## src/rtl/scan_pkg.sv

```systemverilog
// Package: shared types and constants of the boundary-scan test port.
// Assumes a 3-bit instruction register; the codes are fixed by the spec.
package scan_pkg;

    localparam int IR_W = 3;
    localparam logic [IR_W-1:0] IR_CAPT = 3'b001;

    // Test-port controller states
    typedef enum logic [3:0] {
        TLR    = 4'd0,
        RTI    = 4'd1,
        SEL_DR = 4'd2,
        CAP_DR = 4'd3,
        SHF_DR = 4'd4,
        EX1_DR = 4'd5,
        PAU_DR = 4'd6,
        EX2_DR = 4'd7,
        UPD_DR = 4'd8,
        SEL_IR = 4'd9,
        CAP_IR = 4'd10,
        SHF_IR = 4'd11,
        EX1_IR = 4'd12,
        PAU_IR = 4'd13,
        EX2_IR = 4'd14,
        UPD_IR = 4'd15
    } tap_state_e;

    // Instruction codes
    typedef enum logic [IR_W-1:0] {
        I_EXTEST = 3'b000,
        I_SAMPLE = 3'b001,
        I_USER1  = 3'b010,
        I_USER2  = 3'b011,
        I_RDBK   = 3'b100,
        I_CFG    = 3'b101,
        I_RSVD   = 3'b110,
        I_BYPASS = 3'b111
    } instr_e;

endpackage

```

## src/rtl/scan_tap_fsm.sv

```systemverilog
// Module: scan_tap_fsm
// The sixteen-state test-port controller, advanced on rising tck.
// Assumes rst_n is synchronous to tck and active low.
module scan_tap_fsm
    import scan_pkg::*;
(
    input  logic       tck,
    input  logic       rst_n,
    input  logic       tms,
    output tap_state_e state
);

    tap_state_e nxt;

    // Next-state function of the controller graph
    always_comb begin
        unique case (state)
            TLR:     nxt = tms ? TLR    : RTI;
            RTI:     nxt = tms ? SEL_DR : RTI;
            SEL_DR:  nxt = tms ? SEL_IR : CAP_DR;
            CAP_DR:  nxt = tms ? EX1_DR : SHF_DR;
            SHF_DR:  nxt = tms ? EX1_DR : SHF_DR;
            EX1_DR:  nxt = tms ? UPD_DR : PAU_DR;
            PAU_DR:  nxt = tms ? EX2_DR : PAU_DR;
            EX2_DR:  nxt = tms ? UPD_DR : SHF_DR;
            UPD_DR:  nxt = tms ? SEL_DR : RTI;
            SEL_IR:  nxt = tms ? TLR    : CAP_IR;
            CAP_IR:  nxt = tms ? EX1_IR : SHF_IR;
            SHF_IR:  nxt = tms ? EX1_IR : SHF_IR;
            EX1_IR:  nxt = tms ? UPD_IR : PAU_IR;
            PAU_IR:  nxt = tms ? EX2_IR : PAU_IR;
            EX2_IR:  nxt = tms ? UPD_IR : SHF_IR;
            UPD_IR:  nxt = tms ? SEL_DR : RTI;
            default: nxt = TLR;
        endcase
    end

    // State register with synchronous reset into Test-Logic-Reset
    always_ff @(posedge tck) begin
        if (!rst_n) state <= TLR;
        else        state <= nxt;
    end

endmodule

```

## src/rtl/scan_instr_reg.sv

```systemverilog
// Module: scan_instr_reg
// Instruction shift stage (rising tck) and update stage (falling tck).
// Assumes the controller state comes from scan_tap_fsm on the same tck.
module scan_instr_reg
    import scan_pkg::*;
(
    input  logic       tck,
    input  logic       rst_n,
    input  logic       tdi,
    input  tap_state_e state,
    output logic       ir_ser,
    output instr_e     ir
);

    logic [IR_W-1:0] sh_q;

    // Shift stage: capture the fixed pattern, then shift toward tdo
    always_ff @(posedge tck) begin
        if (!rst_n)               sh_q <= IR_CAPT;
        else if (state == CAP_IR) sh_q <= IR_CAPT;
        else if (state == SHF_IR) sh_q <= {tdi, sh_q[IR_W-1:1]};
    end

    // Update stage: latch on the falling edge; reset state selects bypass
    always_ff @(negedge tck) begin
        if (!rst_n)               ir <= I_BYPASS;
        else if (state == TLR)    ir <= I_BYPASS;
        else if (state == UPD_IR) ir <= instr_e'(sh_q);
    end

    assign ir_ser = sh_q[0];

endmodule

```

## src/rtl/scan_bound_reg.sv

```systemverilog
// Module: scan_bound_reg
// Boundary register: N_IO pin cells plus one control cell at the tdi end.
// Each cell has a shift stage (rising tck) and an update stage (falling tck).
// Assumes the caller qualifies the strobes with the boundary instructions.
module scan_bound_reg #(
    parameter int N_IO = 8
) (
    input  logic            tck,
    input  logic            rst_n,
    input  logic            tdi,
    input  logic            cap_en,
    input  logic            shf_en,
    input  logic            upd_en,
    input  logic [N_IO-1:0] pin_in,
    output logic            ser_out,
    output logic [N_IO-1:0] upd_data,
    output logic            upd_ctl
);

    localparam int CHAIN = N_IO + 1;

    logic [CHAIN-1:0] sh_q;
    logic [CHAIN-1:0] cap_val;

    // Capture value: pins in cells 0..N_IO-1, control cell captures 0
    assign cap_val = {1'b0, pin_in};

    // Shift stage per cell: cell i takes its neighbour toward tdi
    for (genvar g = 0; g < CHAIN; g++) begin : g_cell
        logic nb;
        if (g == CHAIN - 1) begin : g_tdi_end
            assign nb = tdi;
        end else begin : g_mid
            assign nb = sh_q[g+1];
        end

        // One shift cell: capture or shift on rising tck
        always_ff @(posedge tck) begin
            if (!rst_n)      sh_q[g] <= 1'b0;
            else if (cap_en) sh_q[g] <= cap_val[g];
            else if (shf_en) sh_q[g] <= nb;
        end
    end

    // Update stage: parallel load on the falling edge in Update-DR
    always_ff @(negedge tck) begin
        if (!rst_n) begin
            upd_data <= '0;
            upd_ctl  <= 1'b0;
        end else if (upd_en) begin
            upd_data <= sh_q[N_IO-1:0];
            upd_ctl  <= sh_q[CHAIN-1];
        end
    end

    assign ser_out = sh_q[0];

endmodule

```

## src/rtl/scan_port_ctrl.sv

```systemverilog
// Module: scan_port_ctrl (top)
// Boundary-scan test port: controller, instruction decode, bypass and
// boundary registers, tdo source selection and user-chain handoff.
// Assumes one test clock domain; external streams are stable around falling tck.
module scan_port_ctrl
    import scan_pkg::*;
#(
    parameter int N_IO = 8
) (
    input  logic            tck,
    input  logic            rst_n,
    input  logic            tms,
    input  logic            tdi,
    output logic            tdo,
    output logic            tdo_en,
    output logic            sel1,
    output logic            sel2,
    output logic            drck,
    output logic            idle,
    input  logic            user_tdo1,
    input  logic            user_tdo2,
    input  logic            rdbk_data,
    input  logic            cfg_dout,
    input  logic [N_IO-1:0] pin_in,
    input  logic [N_IO-1:0] core_out,
    input  logic            core_oe,
    output logic [N_IO-1:0] pad_out,
    output logic            pad_oe
);

    tap_state_e      st_q;
    instr_e          ir_q;
    logic            ir_ser;
    logic            bsr_ser;
    logic [N_IO-1:0] bsr_upd;
    logic            bsr_ctl;
    logic            bsr_sel;
    logic            byp_sel;
    logic            byp_q;
    logic            user_act;
    logic            gate_q;
    logic            src_d;
    logic            en_d;
    logic            tdo_q;
    logic            en_q;
    logic            extest;

    scan_tap_fsm u_fsm (
        .tck   (tck),
        .rst_n (rst_n),
        .tms   (tms),
        .state (st_q)
    );

    scan_instr_reg u_ir (
        .tck    (tck),
        .rst_n  (rst_n),
        .tdi    (tdi),
        .state  (st_q),
        .ir_ser (ir_ser),
        .ir     (ir_q)
    );

    // Instruction decode
    assign bsr_sel  = (ir_q == I_EXTEST) || (ir_q == I_SAMPLE);
    assign byp_sel  = (ir_q == I_BYPASS) || (ir_q == I_RSVD);
    assign user_act = (ir_q == I_USER1) || (ir_q == I_USER2);
    assign extest   = (ir_q == I_EXTEST);
    assign sel1     = (ir_q == I_USER1);
    assign sel2     = (ir_q == I_USER2);
    assign idle     = (st_q == RTI);

    scan_bound_reg #(
        .N_IO (N_IO)
    ) u_bsr (
        .tck      (tck),
        .rst_n    (rst_n),
        .tdi      (tdi),
        .cap_en   (bsr_sel && (st_q == CAP_DR)),
        .shf_en   (bsr_sel && (st_q == SHF_DR)),
        .upd_en   (bsr_sel && (st_q == UPD_DR)),
        .pin_in   (pin_in),
        .ser_out  (bsr_ser),
        .upd_data (bsr_upd),
        .upd_ctl  (bsr_ctl)
    );

    // Bypass stage: capture 0, then one-bit delay of tdi
    always_ff @(posedge tck) begin
        if (!rst_n)                          byp_q <= 1'b0;
        else if (byp_sel && st_q == CAP_DR)  byp_q <= 1'b0;
        else if (byp_sel && st_q == SHF_DR)  byp_q <= tdi;
    end

    // Pad multiplexer: per-bit choice between boundary update and core
    for (genvar p = 0; p < N_IO; p++) begin : g_pad
        assign pad_out[p] = extest ? bsr_upd[p] : core_out[p];
    end
    assign pad_oe = extest ? bsr_ctl : core_oe;

    // Serial source selection by state and instruction
    always_comb begin
        src_d = 1'b0;
        if (st_q == SHF_IR) begin
            src_d = ir_ser;
        end else if (st_q == SHF_DR) begin
            unique case (ir_q)
                I_EXTEST, I_SAMPLE: src_d = bsr_ser;
                I_USER1:            src_d = user_tdo1;
                I_USER2:            src_d = user_tdo2;
                I_RDBK:             src_d = rdbk_data;
                I_CFG:              src_d = cfg_dout;
                I_BYPASS:           src_d = byp_q;
                default:            src_d = 1'b0;
            endcase
        end
    end

    // Output enable: shifting states only, never for the reserved code
    assign en_d = (st_q == SHF_IR) || ((st_q == SHF_DR) && (ir_q != I_RSVD));

    // Output stage launched on the falling edge
    always_ff @(negedge tck) begin
        if (!rst_n) begin
            tdo_q <= 1'b0;
            en_q  <= 1'b0;
        end else begin
            tdo_q <= en_d ? src_d : 1'b0;
            en_q  <= en_d;
        end
    end

    // Data-clock gate for user chains, set while tck is low
    always_ff @(negedge tck) begin
        if (!rst_n) gate_q <= 1'b0;
        else        gate_q <= user_act && ((st_q == CAP_DR) || (st_q == SHF_DR));
    end

    assign drck   = tck & gate_q;
    assign tdo    = tdo_q;
    assign tdo_en = en_q;

endmodule

```

## config.mk

```make
export PLATFORM = sky130hd
export DESIGN_NAME = scan_port_ctrl
export DESIGN_NICKNAME = d
export VERILOG_FILES = /design/src/rtl/scan_pkg.sv /design/src/rtl/scan_tap_fsm.sv /design/src/rtl/scan_instr_reg.sv /design/src/rtl/scan_bound_reg.sv /design/src/rtl/scan_port_ctrl.sv
export SDC_FILE = /design/constraint.sdc
export NUM_CORES = 1
export LEC_CHECK = 0
export ABC_AREA = 1
export BUFFER_PORTS_ARGS = -buffer_cell sky130_fd_sc_hd__buf_4
export CAP_MARGIN = 40
export CORE_ASPECT_RATIO = 0.6
export CORE_UTILIZATION = 30
export CTS_CLUSTER_DIAMETER = 200
export DETAILED_ROUTE_END_ITERATION = 10
export PLACE_DENSITY = 0.48
export SLEW_MARGIN = 20
export SYNTH_ARGS = -nofsm -noshare
export SYNTH_HDL_FRONTEND = slang
export SYNTH_SLANG_ARGS = --single-unit
```

## constraint.sdc

```tcl
create_clock -name tck -period 1.5 [get_ports tck]
set_input_delay 0.3 -clock tck [delete_from_list [all_inputs] [get_ports tck]]
set_output_delay 0.3 -clock tck [all_outputs]
set_load 0.02 [all_outputs]
```

# --- Word-level counts from Yosys, hierarchy flattened ---
# Cells that the tools add are included.
word_totals:
  ff_bits: 32
  latch_bits: 0
  ram_bits: 0
  mem_bits_ro: 0
  in_bits: 25
  output_inout_bits: 15
  word_cells: 108
  memories: 0
op_classes:
  n_addsub: 0
  multipliers: 0
  div: 0
  order_cmp: 0
  n_eq_ne: 23
  shifts: 0
  mux: 41
  bitwise_logic: 2
  reduce_logical: 24
op_table:
  columns: ["op", "count"]
  rows:
  - ["$pmux W4 S12", 1]
  - ["$eq A4 B4 Y1 const B", 8]
  - ["$mux W1", 30]
  - ["$eq A4 B3 Y1 const B", 4]
  - ["$mux W4", 4]
  - ["$reduce_or A2 Y1", 7]
  - ["$eq A3 B3 Y1 const B", 4]
  - ["$eq A4 B2 Y1 const B", 2]
  - ["$logic_and A1 B1 Y1", 7]
  - ["$eq A3 B2 Y1 const B", 2]
  - ["$mux W2", 3]
  - ["$mux W3", 2]
  - ["$pmux W1 S6", 1]
  - ["$logic_or A1 B1 Y1", 5]
  - ["$eq A4 B1 Y1 const B", 1]
  - ["$logic_not A4 Y1", 1]
  - ["$eq A3 B1 Y1 const B", 1]
  - ["$logic_not A3 Y1", 1]
  - ["$ne A3 B3 Y1 const B", 1]
  - ["$reduce_or A3 Y1", 1]
  - ["$reduce_and A2 Y1", 1]
  - ["$reduce_bool A2 Y1", 1]
  - ["$and A1 B1 Y1", 1]
  - ["$not A1 Y1", 1]

# --- Logic depth before layout (Yosys ltp) ---
# Gate-level depths: netlist of run 1.
depth:
  word_depth: 5
  mapped_depth: 9
  mapped_depth_nobuf: 9

# --- By module ---
# A second synthesis of run 1 with hierarchy kept.
hier_totals:
  cells_unflattened: 284
  hier_area_um2: 1865.5
modules_own_cells:
  columns: ["module", "n_inst", "cells_per_inst", "area_each_um2", "seq_area_each_um2"]
  rows:
  - ["scan_bound_reg", 1, 108, 749.5, 360.3]
  - ["scan_port_ctrl", 1, 70, 445.4, 80.1]
  - ["scan_tap_fsm", 1, 64, 392.9, 80.1]
  - ["scan_instr_reg", 1, 42, 277.8, 120.1]

==> impl_results.md, run 1 <==
- Outcome: finished with violations
- Violations in the final reports: negative setup slack
- Count of nets after finishing: 413
- Hold buffer count at CTS: 0
- Proportion of power drawn by flip-flops and latches: 34.4%
- Crit path arrival time: 2.20 ns
- Area growth syn-to-layout: 105.1%
- Unrepaired setup endpoints after global routing: true
- Fill cell instance count of the final layout: between 400 and 500
- Maximum number of pins on one net before global-route repair: 14
- Number of failing setup endpoints in the final timing report: 41
- Slew Limit Fails: 0
- Average routed wire per standard cell: approximately 14 um
- Post-Syn Area: 1710 sq um
- Antenna violations before repair: 0
- Transition time at the pin with the least slew margin: ~0.29 ns
- Area taken by flip-flops and latches: approximately 660 sq um
- Post-layout worst setup margin: -1.003 ns
- Row Count: 20
- Pwr/cell area: 727.2 nW/um^2
- Max Clock Skew: 0.08666 ns
- Number of remaining DRC errors: 0
- Detailed Route WL: 6.457 mm
- Hold Fails Final Rpt: 0
- Synth unique cells: 28
- Asr flop ratio synth: 0%
- Clock tree from TritonCTS: built
- Register area share after synthesis: 37.45%
- Total gr overflow: 0
- Net count after synthesis: between 200 and 300
- Core Footprint: 5280 sq um
- Starting Density: 32.39%
- Via count of the first global-routing pass: ~1,900
- Class of the tightest hold or removal check: in2reg
- Max FO, Critical Path: 5
- Max_slew headroom: 80.85%
- Insertion delay of the later-clocked pin in the worst-skew pair: approximately 0.47 ns
- Max-cap viol count: 0
- Category of the most critical setup path: reg2out
- Internal: 1.769 mW
- Syn Inst Count: around 260
- Length of the first detailed-routing pass in iterations: 4
- Clock power frac: a little under half
- Final design area excluding fillers: 3508 sq um
- Count of flip-flops with a built-in enable after synthesis: 0
- Kind of launch point of the worst setup path: register
- Most common library cell in the layout ignoring fill and taps: sky130_fd_sc_hd__buf_4
- Critical path endpoint category: output pin
- I/O pin total: 40
- Combinational share of power: 20.2%
- Fraction of final layout cells with drive strength greater than 1: 55.78%
- Leakage power figure: approximately 1.6 nW
- Remaining antenna violation count: 0
- Global-route total usage across every layer: approximately a fifth
- Number of register bits inferred by synthesis: 32
- Routed via count: 2,162
- Leading cell types in the layout, fill and taps excluded: sky130_fd_sc_hd__buf_4, sky130_fd_sc_hd__nand2_1, sky130_fd_sc_hd__inv_1
- Wire length of the first global-routing pass: 9.446 mm
- Critical path required time: 1.20 ns
- Vias per inst: 4.639
- Count of routing violations after the opening detailed-route iteration: 89
- DP Wirelength: about 3.8 mm
- Die Y: 60.49 um
- Main flop type after synthesis: sky130_fd_sc_hd__dfxtp_1
- Net load switching power: 0.7820 mW
- Port-buffer cells: 39
- Area used by multi-input combinational logic: between 1000 and 1500 sq um
- Routability congestion estimate: 0.9135
- Clock-pin transition on the worst setup and hold timing paths: 0.08 ns
- Power consumption: ~2.6 mW
- DIE AREA: 6017 sq um
- Placed inst area: 2582 sq um
- Yosys Warn Count: 0
- Post-Syn Area per Cell: 6.528 sq um
- Width of the die: slightly below 100 um
- Total inserted antenna cells: 0
- Fraction of the core area covered by cells at the end of the flow: between 60 and 70%
- Worst voltage drop across the vdd grid: 0.4038 mV
- Switching portion of total power: 30.65%
-- layer usage --
| layer | track usage, % | routed length (um) | vias to the layer above |
|---|---|---|---|
| li1 | - | - | 1104 |
| met1 | 30.25 | 3263 | 972 |
| met2 | 30.36 | 2757 | 79 |
| met3 | 6.336 | 361 | 7 |
| met4 | 7.563 | 74 | 0 |
| met5 | 0 | 0 | - |
-- critical path, cell delays in order (launching register included) --
cell	delay, ns
sky130_fd_sc_hd__dfxtp_2	0.32
sky130_fd_sc_hd__nor2_4	0.13
sky130_fd_sc_hd__buf_12	0.16
sky130_fd_sc_hd__nand2_8	0.10
sky130_fd_sc_hd__o21ai_4	0.14
sky130_fd_sc_hd__buf_6	0.13
-- cell families (layout without fill, tap and decap cells) --
kind of cell	Yosys count	count (layout)	share of synthesized area, %
flip-flops	32	32	37.45
AO/OA/AOI/OAI	58	58	18.43
buffers and inverters	41	163	10.53
AND/OR/NAND/NOR	131	136	33.58
-- metrics by stage --
| stage | hold WS (ns) | std cells | TNS (ns) | setup WS (ns) |
|---|---|---|---|---|
| 2_1_floorplan | 0.4330 | 262 | -16.13 | -0.6293 |
| 3_3_place_gp | 0.4684 | 414 | -16.62 | -0.6230 |
| 3_5_place_dp | 0.4672 | 414 | -17.00 | -0.6364 |
| 4_1_cts | 0.1991 | 459 | -23.19 | -0.9744 |
| 5_1_grt | 0.2098 | 466 | -26.06 | -1.043 |
| 6_report | 0.2190 | 466 | -23.98 | -1.003 |
-- flip-flops by register name, summed over array words and instances, names as in the netlist --
| signal | flops |
|---|---|
| u_ir.sh_q | 3 |
| byp_q | 1 |
| u_bsr.upd_ctl | 1 |
| u_fsm.state | 4 |
| u_bsr.g_cell.nb | 8 |
| tdo | 1 |
| tdo_en | 1 |
| u_bsr.upd_data | 8 |
| gate_q | 1 |
| u_bsr.ser_out | 1 |
| u_ir.ir | 3 |
-- synthesized netlist by cell type, types with 2 or more instances --
library cell	instances	area share (%)
sky130_fd_sc_hd__buf_6	2	1.3
sky130_fd_sc_hd__inv_1	29	6.4
sky130_fd_sc_hd__nand2_2	4	1.5
sky130_fd_sc_hd__buf_4	3	1.3
sky130_fd_sc_hd__nand2_1	84	18
sky130_fd_sc_hd__nor2_1	19	4.2
sky130_fd_sc_hd__a21oi_1	26	7.6
sky130_fd_sc_hd__clkbuf_1	4	0.88
sky130_fd_sc_hd__nor3_1	3	0.88
sky130_fd_sc_hd__inv_2	3	0.66
sky130_fd_sc_hd__nand3_1	10	2.9
sky130_fd_sc_hd__nand4_1	5	1.8
sky130_fd_sc_hd__o211ai_1	3	1.3
sky130_fd_sc_hd__dfxtp_1	32	37
sky130_fd_sc_hd__nor2_4	2	1.3
sky130_fd_sc_hd__o21ai_0	21	6.1
-- power by group through the flow --
stage,clock network [mW],logic [mW],registers [mW]
after floorplan,0.0654,0.189,0.903
after global placement,0.0654,0.370,0.892
after detailed placement,0.0654,0.368,0.893
after CTS,1.15,0.471,0.879
after global routing,1.23,0.550,0.878
final,1.16,0.516,0.878
-- cell type report --
class	instances	share of cell area, %
Clock buffer	11	4.280
Tap cell	77	2.746
Inverter	30	3.566
Timing Repair Buffer	105	27.46
Sequential cell	32	18.83
Multi-Input combinational cell	194	41.16
Clock inverter	17	1.961
-- worst paths after layout --
check,startpoint,to,slack (ns),cells after the start
worst min register to register,byp_q,byp_q,0.48,2
worst max register to register,u_ir.ir[1],u_bsr.g_cell[0].nb,-0.73,10
worst min-delay path,tdi,byp_q,0.22,3
worst max-delay path,u_ir.ir[1],pad_oe,-1.00,5
-- repair_timing --
action / in CTS / in global routing
setup buffers: 16 / 8
pin swaps: 26 / 16
endpoints found under the setup margin: 41 / 44
resized for setup: 93 / 30
gates cloned: 5 / 1
Power figures use the tool's default switching activity.
==> run 2: changes to the inputs <==
Settings changed: CORE_UTILIZATION 30 to 50, PLACE_DENSITY 0.48 to 0.73.
==> run 2 against run 1 <==
Compared with the run above:
- the flow now stops in clock tree synthesis
- synthesized cell count did not move
- synthesized area did not move
==> impl_results.md, run 2 <==
- Outcome: aborted with a tool error (was finished with violations)
- Failed at: clock tree synthesis
- Tool Error: [ERROR DPL-0033] detailed placement checks failed during check placement.
- Synth unique cells: 28 (unchanged)
- Width of the die: 77.51 um (was 99.48 um)
- Starting Density: 52.42% (was 32.39%)
- Asr flop ratio synth: 0% (unchanged)
- Hold buffer count at CTS: 0 (unchanged)
- Die Y: 47.31 um (was 60.49 um)
- Area contributors post-synth: sky130_fd_sc_hd__dfxtp_1, sky130_fd_sc_hd__nand2_1, sky130_fd_sc_hd__a21oi_1 (unchanged)
- Post-synthesis share of cell area spent on xor and xnor gates: 0% (unchanged)
- Portion of netlist area occupied by mux cells: 0% (unchanged)
- I/O pin total: 40 (unchanged)
- Post-placement setup slack: -0.6536 ns (was -0.6364 ns)
- Synthesized-area fraction occupied by adder cells: 0% (unchanged)
- Routability congestion estimate: 0.9249 (was 0.9135)
- Library cell with the largest summed area after synthesis: sky130_fd_sc_hd__dfxtp_1 (unchanged)
- Post-synth top cells: sky130_fd_sc_hd__nand2_1, sky130_fd_sc_hd__dfxtp_1, sky130_fd_sc_hd__inv_1 (unchanged)
- Area fraction of the dominant cell type after synthesis: 37.45% (unchanged)
- Post-CTS Setup Bufs: 16 (unchanged)
- DP Wirelength: 3.780 mm (was 3.846 mm)
- Number of register bits inferred by synthesis: 32 (unchanged)
- Complex-gate fraction of the synthesized area: 18.43% (unchanged)
- Cts repair resizes: 76 (was 93)
- Yosys Warn Count: 0 (unchanged)
- Net count after synthesis: 287 (unchanged)
- Syn Inst Count: 262 (unchanged)
- Count of flip-flops with a built-in enable after synthesis: 0 (unchanged)
- Post-Syn Area per Cell: 6.528 sq um (unchanged)
- Post-Syn Area: 1710 sq um (unchanged)
- Main flop type after synthesis: sky130_fd_sc_hd__dfxtp_1 (unchanged)
- Register area share after synthesis: 37.45% (unchanged)
- Cell with the most instances after synthesis: sky130_fd_sc_hd__nand2_1 (unchanged)
- Main combinational cell family by area after synthesis: simple AND/OR/NAND/NOR gates (unchanged)
- Row Count: 16 (was 20)
- Simple-gate share of the synthesized area: 33.58% (unchanged)
- Port-buffer cells: 39 (unchanged)
==> run 2: cell counts after synthesis <==
Identical to the previous run, type by type.
==> run 2: cells by family after synthesis <==
logic type | Yosys count
AND/OR/NAND/NOR | 131
flip-flops | 32
AO/OA/AOI/OAI | 58
buffers and inverters | 41
==> run 2: through the flow <==
step                      util, %  std cells  cell area [sq um]
after floorplan                 -        262               1941
after detailed placement    78.99        385               2577
after global placement      78.99        385               2577
==> run 3: changes to the inputs <==
Settings changed: CORE_ASPECT_RATIO 0.6 to unset, CORE_UTILIZATION 50 to 35, CTS_CLUSTER_DIAMETER 200 to unset, PLACE_DENSITY 0.73 to unset, PLACE_DENSITY_LB_ADDON set to 0.15.
==> run 3 against run 2 <==
Compared with the run above:
- the flow now finishes, with violations (negative setup slack)
==> impl_results.md, run 3 (synthesis gave the netlist of run 1 again) <==
- Count of nets after finishing: 420
- Proportion of power drawn by flip-flops and latches: 33.7%
- Power consumption: between 2 and 3 mW
- Remaining antenna violation count: 0
- Max_slew headroom: 83.57%
- Unrepaired setup endpoints after global routing: true
- Internal: 1.795 mW
- Transition time at the pin with the least slew margin: 0.2465 ns
- Peak per-stage delay on the critical path: 0.33 ns
- Critical path required time: 1.20 ns
- Die Y: 71.91 um (was 47.31 um)
- Port-buffer cells: 39 (unchanged)
- Clock power frac: 45.5%
- Wire length of the first global-routing pass: 9.370 mm
- Worst voltage drop across the vdd grid: 0.5554 mV
- Slew Limit Fails: 0
- Total gr overflow: 0
- Termination of the worst setup path: pad_out[5]
- Leading cell types in the layout, fill and taps excluded: sky130_fd_sc_hd__buf_4, sky130_fd_sc_hd__nand2_1, sky130_fd_sc_hd__inv_1
- Hold buffer count at CTS: 0 (unchanged)
- DIE AREA: about 5200 sq um
- Max Clock Skew: 0.1179 ns
- Switching portion of total power: 31.02%
- Register-to-register path setup slack: -0.75 ns
- Most common library cell in the layout ignoring fill and taps: sky130_fd_sc_hd__buf_4
- Starting Density: 36.21% (was 52.42%)
- Clock tree from TritonCTS: built
- Post-layout worst setup margin: -0.9897 ns
- Routability congestion estimate: 0.8274 (was 0.9249)
- Average routed wire per standard cell: 13.11 um
- Net load switching power: roughly 0.8 mW
- Length of the first detailed-routing pass in iterations: 5
- Global-route total usage across every layer: between 20% and 30%
- Maximum number of pins on one net before global-route repair: 14
- Outcome: finished with violations (was aborted with a tool error)
- Worst hold-check slack: 0.1856 ns
- Area growth syn-to-layout: 106.7%
- Final design area excluding fillers: 3535 sq um
- DP Wirelength: 3.538 mm (was 3.780 mm)
- Detailed Route WL: 6.069 mm
- Routed via count: 2,241
- CP max-delay cell: sky130_fd_sc_hd__dfxtp_2
- Vias per inst: 4.840
- Count of routing violations after the opening detailed-route iteration: 99
- Via count of the first global-routing pass: 2,113
- Levels on crit path: 6
- Violations in the final reports: negative setup slack
- Clock-pin transition on the worst setup and hold timing paths: 0.07 ns
- Core Footprint: between 4000 and 5000 sq um
- Max FO, Critical Path: 5
- Fraction of final layout cells with drive strength greater than 1: between 50 and 60%
- Critical-path cell list: nor2_4, buf_12, nand2_8, nand2_2, o21ai_4, buf_6
- Width of the die: 71.91 um (was 77.51 um)
- Fill cell instance count of the final layout: 341
- Number of failing setup endpoints in the final timing report: 41
- Class of the tightest hold or removal check: in2reg
- Leakage power figure: 1.588 nW
- I/O pin total: 40 (unchanged)
- Critical path endpoint category: output pin
- Worst flop-to-flop path startpoint: u_ir.ir[2]
- Crit path arrival time: 2.19 ns
- Startpoint of the worst setup timing path: u_ir.ir[2]
- Row Count: 25 (was 16)
- Antenna violations before repair: 0
- Setup Total Neg Slack: -23.48 ns
- Number of cells on the worst reg-to-reg path: 9
- Top Family by Delay on Critical Path: flip-flops
- Hold Fails Final Rpt: 0
- Post-placement setup slack: -0.6279 ns (was -0.6536 ns)
- Insertion delay of the later-clocked pin in the worst-skew pair: 0.51 ns
- Category of the most critical setup path: reg2out
- Combinational share of power: 20.9%
- Placed inst area: 2633 sq um (was 2577 sq um)
- Total inserted antenna cells: 0
- Pwr/cell area: approximately 740 nW/um^2
- Terminus of the critical flop-to-flop path: u_bsr.g_cell[6].nb
- WP buf/inv: 2
- Number of remaining DRC errors: 0
- Max-cap viol count: 0
- Kind of launch point of the worst setup path: register
==> run 3: final cells by class <==
cell class,instances,area [sq um],area share [%]
timing repair buffer,113,1030,29.13
inverter,30,131.4,3.717
clock buffer,10,146.4,4.142
clock inverter,18,73.82,2.088
tap,67,83.83,2.372
multi-input combinational,193,1405,39.75
sequential,32,664.4,18.80
==> run 3: power by group through the flow <==
stage          combinational (mW)  clock (mW)  sequential [mW]
5_1_grt                     0.580        1.28            0.877
2_1_floorplan               0.189      0.0654            0.903
3_3_place_gp                0.392      0.0654            0.892
3_5_place_dp                0.392      0.0654            0.893
4_1_cts                     0.480        1.14            0.877
6_report                    0.543        1.18            0.876
==> run 3: worst min path at each step <==
stage | from | end | slack [ns] | cells past startpoint
global route | tdi | byp_q | 0.20 | 3
global placement | u_bsr.g_cell[7].nb | u_bsr.g_cell[7].nb | 0.46 | 2
floorplan | rst_n | u_bsr.g_cell[7].nb | 0.43 | 2
CTS | tdi | u_ir.sh_q[2] | 0.18 | 3
detailed placement | u_bsr.g_cell[7].nb | u_bsr.g_cell[7].nb | 0.47 | 2
finish | tdi | u_ir.sh_q[2] | 0.19 | 3
==> run 3: repair_timing <==
item | 4_1_cts | 5_1_grt
setup endpoints to repair | 41 | 41
resized for setup | 81 | 40
setup buffers | 16 | 15
pin swaps | 17 | 17
endpoints found under the hold margin | 0 | 0
cloned | 4 | 0
==> run 3: tightest hold or removal path: stages <==
cell and delay [ns]:
sky130_fd_sc_hd__buf_4 0.12, sky130_fd_sc_hd__nand2_1 0.06, sky130_fd_sc_hd__a21oi_1 0.06
==> run 3: routing by layer <==
layer / global-route usage [%] / vias up / share of wire [%]
met1: 27.52 / 1034 / 40
met3: 7.361 / 13 / 5.7
li1: - / 1117 / -
met5: 0 / - / 0
met2: 40.36 / 77 / 52
met4: 10.89 / 0 / 2.0
==> run 3: through the flow <==
| stage | instances | util [%] |
|---|---|---|
| 6_report | 463 | 74.83 |
| 5_1_grt | 463 | 74.83 |
| 4_1_cts | 453 | 70.20 |
| 3_5_place_dp | 409 | 55.74 |
| 3_3_place_gp | 409 | 55.74 |
| 2_1_floorplan | 262 | - |
